--- config.mk ---
export PLATFORM = sky130hd
export DESIGN_NAME = alu_fivefn
export DESIGN_NICKNAME = d
export VERILOG_FILES = /design/src/rtl/alu_fivefn.sv
export SDC_FILE = /design/constraint.sdc
export NUM_CORES = 1
export LEC_CHECK = 0
export BUFFER_PORTS_ARGS = -buffer_cell sky130_fd_sc_hd__buf_4
export CELL_PAD_IN_SITES_DETAIL_PLACEMENT = 0
export CELL_PAD_IN_SITES_GLOBAL_PLACEMENT = 1
export CORE_UTILIZATION = 35
export DETAILED_ROUTE_END_ITERATION = 10
export MAX_ROUTING_LAYER = met4
export PLACE_DENSITY_LB_ADDON = 0.08
export REMOVE_ABC_BUFFERS = 1
export SYNTH_ARGS = -nofsm -noshare
export SYNTH_HDL_FRONTEND = slang
export SYNTH_SLANG_ARGS = --single-unit
--- constraint.sdc ---
create_clock -name vclk -period 8.3
set_clock_uncertainty 0.05 [all_clocks]
set_input_delay 1.245 -clock vclk [all_inputs]
set_output_delay 1.245 -clock vclk [all_outputs]
set_load 0.02 [all_outputs]
--- src/rtl/alu_fivefn.sv ---
module alu_fivefn #(
  parameter int WIDTH = 32
) (
  input  logic [WIDTH-1:0] opa,
  input  logic [WIDTH-1:0] opb,
  input  logic [2:0]       fsel,
  output logic [WIDTH-1:0] res,
  output logic             zero,
  output logic             ovf,
  output logic             cout
);

  localparam logic [2:0] F_AND = 3'b000;
  localparam logic [2:0] F_OR  = 3'b001;
  localparam logic [2:0] F_ADD = 3'b010;
  localparam logic [2:0] F_SUB = 3'b110;
  localparam logic [2:0] F_SLT = 3'b111;

  logic             neg_b;
  logic [WIDTH-1:0] bx;
  logic [WIDTH-2:0] sum_lo;
  logic             c_msb;
  logic             sum_hi;
  logic             c_top;
  logic             ovf_raw;
  logic             less;

  assign neg_b = fsel[2];
  assign bx    = neg_b ? ~opb : opb;

  assign {c_msb, sum_lo} = {1'b0, opa[WIDTH-2:0]} + {1'b0, bx[WIDTH-2:0]}
                         + {{(WIDTH-1){1'b0}}, neg_b};
  assign {c_top, sum_hi} = {1'b0, opa[WIDTH-1]} + {1'b0, bx[WIDTH-1]} + {1'b0, c_msb};

  assign ovf_raw = c_msb ^ c_top;
  assign less    = sum_hi ^ ovf_raw;

  always_comb begin
    res  = '0;
    ovf  = 1'b0;
    cout = 1'b0;
    unique case (fsel)
      F_AND: res = opa & opb;
      F_OR:  res = opa | opb;
      F_ADD, F_SUB: begin
        res  = {sum_hi, sum_lo};
        ovf  = ovf_raw;
        cout = c_top;
      end
      F_SLT: begin
        res  = {{(WIDTH-1){1'b0}}, less};
        ovf  = ovf_raw;
        cout = c_top;
      end
      default: ;
    endcase
  end

  assign zero = ~|res;

endmodule


==> load_flow_metrics.sql <==
INSERT INTO impl_metrics (metric_group, metric, value, unit) VALUES
('synth', 'ys_warn_count', '0', ''),
('worst_setup_path', 'crit_path_start', 'fsel[2]', ''),
('run_status', 'run_status', 'finished clean', ''),
('synth', 'synth.lib_cells_used.distinct', '72', ''),
('run', 'maxCapViolCount', '0', ''),
('worst_setup_path', 'critical_path_required', '7.01', 'ns'),
('worst_setup_path', 'max_stage_delay', '0.49', 'ns'),
('cells_and_area', 'seq_cell_count', '0', ''),
('drt', 'drt_first_iter_violations', '119', ''),
('clocking', 'cts-resized-gates', '0', ''),
('global_routing', 'total_routing_resource_utilization_after_global_routing', '24.50', '%'),
('cells_and_area', 'finish.instance_area', '4025', 'um2'),
('synth', 'synthesized_cell_area', '3194', 'um2'),
('synth', 'netlist_instances', '451', ''),
('sta', 'pin_slew_with_the_least_headroom_to_its_limit', '0.9147', 'ns'),
('drt', 'post-route-drc-count', '0', ''),
('drt', 'postRouteWirelength', '11540', 'um'),
('worst_hold_path', 'worst_min_path_class', 'primary input to output pin', ''),
('sta', 'worst_rel_slew_slack', '38.95', '%'),
('cells_and_area', 'final_cell_mix', 'buf_4 (105), nand2_1 (49), a21oi_1 (40), xor2_1 (38), o21ai_0 (31)', ''),
('power', 'vdd_drop_max', '0.04755', 'mV'),
('placed_design', 'place.detailed.hpwl', '9312', 'um'),
('worst_setup_path', 'critical_path_peak_fanout', '36', ''),
('sta', 'timing.final.crit_share', '87.09', '%'),
('global_routing', 'grt_max_degree', '42', ''),
('drt', 'vias_per_cell', '5.995', ''),
('sta', 'hold-worst-slack', '2.875', 'ns'),
('cells_and_area', 'most_common_cell_after_layout_fill_and_taps_aside', 'buf_4', ''),
('global_routing', 'grt-ovfl-total', '0', ''),
('die', 'core_rows', '34', ''),
('sta', 'unrepaired_setup_endpoints_after_global_routing', 'no', ''),
('sta', 'finalSetupViolCount', '0', ''),
('cells_and_area', 'antennaDiodeCount', '0', ''),
('worst_setup_path', 'critical_path.endpoint', 'zero', ''),
('cells_and_area', 'area.sequential', '0', 'um2'),
('drt', 'drt_pass1_iterations', '4', ''),
('die', 'core_area', '8763', 'um2'),
('sta', 'finalCriticalPeriod', '7.228', 'ns'),
('worst_setup_path', 'worst_setup_path_end_kind', 'output pin', ''),
('drt', 'detail_route.wl_per_cell', '18.00', 'um'),
('worst_setup_path', 'crit_slowest_cell', 'ha_1', ''),
('cells_and_area', 'syn_to_final_growth', '26.01', '%'),
('worst_setup_path', 'critical_path.cell_chain', 'buf_4, xor2_1, ha_1, nand2_1, o21ai_0, a31o_2, o2111ai_1, nand3_1, a21o_1, a21oi_1, fa_1, and4_1, a221o_1, nor4_1, nand2_1, or4_1, nor2_1, and4bb_1, nand4_1, nor3_2, buf_4', ''),
('die', 'io_pins', '102', ''),
('power', 'total_leakage_power', '1.774', 'nW'),
('cells_and_area', 'fin_nets', '635', ''),
('die', 'die_h', '97.54', 'um'),
('global_routing', 'antenna_violations_before_repair', '0', ''),
('placed_design', 'placedInstanceArea', '4025', 'um2'),
('die', 'area_enclosed_by_the_die_boundary', '9513', 'um2'),
('placed_design', 'io_buffers', '102', ''),
('cells_and_area', 'share_of_post_route_cells_with_drive_strength_above_1', '22.51', '%'),
('power', 'power.total', '410.9', 'uW'),
('worst_setup_path', 'worst-endpoint-arrival', '5.93', 'ns'),
('clocking', 'cts_setup_buffers', '0', ''),
('global_routing', 'global_route_wire_length_before_repair', '18970', 'um'),
('drt', 'vias', '3843', ''),
('power', 'power_dens_cells', '102.1', 'nW/um2'),
('die', 'die_w', '97.54', 'um'),
('global_routing', 'first_global_vias', '3817', ''),
('sta', 'timing.final.max_slew_violations', '0', ''),
('cells_and_area', 'fin_util', '45.93', '%'),
('sta', 'hold_viol_final', '0', ''),
('clocking', 'holdBufCountCts', '0', ''),
('sta', 'totalNegativeSetupSlack', '0', 'ns'),
('synth', 'synth.avg_cell_area', '7.083', 'um2'),
('worst_setup_path', 'setup.worst_path.start_class', 'primary input', ''),
('worst_setup_path', 'critPathKind', 'primary input to output pin', ''),
('placed_design', 'routabilityCongestion', '0.8901', ''),
('synth', 'ys_seq_area_share', '0', '%'),
('cells_and_area', 'clock_buffers', '0', ''),
('drt', 'number_of_nets_with_antenna_violations_after_routing', '0', ''),
('sta', 'max_clock_freq', '0.1383', 'GHz'),
('die', 'floorplan.initialDensity', '36.45', '%');
==> synthesized netlist by cell type, types with 7 or more instances <==
master,number,area share (%)
nand4_1,11,2.2
maj3_1,26,8.1
o21a_1,9,2.1
ha_1,30,12
xor2_1,38,10
clkbuf_1,17,2.0
o21ai_0,31,4.9
nand3_1,7,1.1
nand2_1,49,5.8
inv_1,9,1.1
a21oi_1,40,6.3
xnor2_1,7,1.9
o2111ai_1,7,1.9
nor2_1,23,2.7
a21o_1,13,3.1
==> area by class of cell <==
type | instances | area (um2)
fillers | 946 | 4738
inverters | 9 | 33.78
multi-input cells | 419 | 3068
well taps | 108 | 135.1
repair buffers | 105 | 788.3
==> power by group <==
part / internal (mW) / total, mW / switching [mW]
sequential: 0 / 0 / 0
clock: 0 / 0 / 0
combinational: 0.170 / 0.411 / 0.241
total: 0.170 / 0.411 / 0.241
==> kinds of logic after synthesis <==
group / share of synthesized area, %
buffers and inverters: 4.113
AO/OA/AOI/OAI: 38.66
adder cells (fa/ha/maj): 21.78
AND/OR/NAND/NOR: 21.74
XOR/XNOR: 12.34
multiplexers: 1.371
==> how the worst min path moves through the flow <==
stage,start,endpoint,slack [ns],cells past startpoint
2_1_floorplan,fsel[1],cout,2.62,2
3_3_place_gp,fsel[1],cout,2.88,4
3_5_place_dp,fsel[1],cout,2.87,4
4_1_cts,fsel[1],cout,2.87,4
5_1_grt,fsel[1],ovf,2.93,4
6_report,fsel[1],cout,2.87,4
==> layer usage <==
layer  part of all wire, %  wire length (um)  GRT usage (%)
met1                    44              5099          30.14
met2                    49              5681          44.11
met3                   4.0               462         0.8633
met4                   2.5               292          5.656
met5                     0                 0              -
==> through the flow <==
| stage | worst slack [ns] | std cells |
|---|---|---|
| floorplan | 1.936 | 428 |
| global placement | 1.182 | 641 |
| detailed placement | 1.026 | 641 |
| CTS | 1.017 | 641 |
| global route | 0.6897 | 641 |
| finish | 1.072 | 641 |
==> worst max-delay path: cells and delay by family <==
kind	cells	cell delay, ns
buffers and inverters	2	0.64
AO/OA/AOI/OAI	6	1.24
adder cells (fa/ha/maj)	2	0.90
AND/OR/NAND/NOR	10	1.72
XOR/XNOR	1	0.14
No activity file was read; power rests on OpenSTA's default activity.
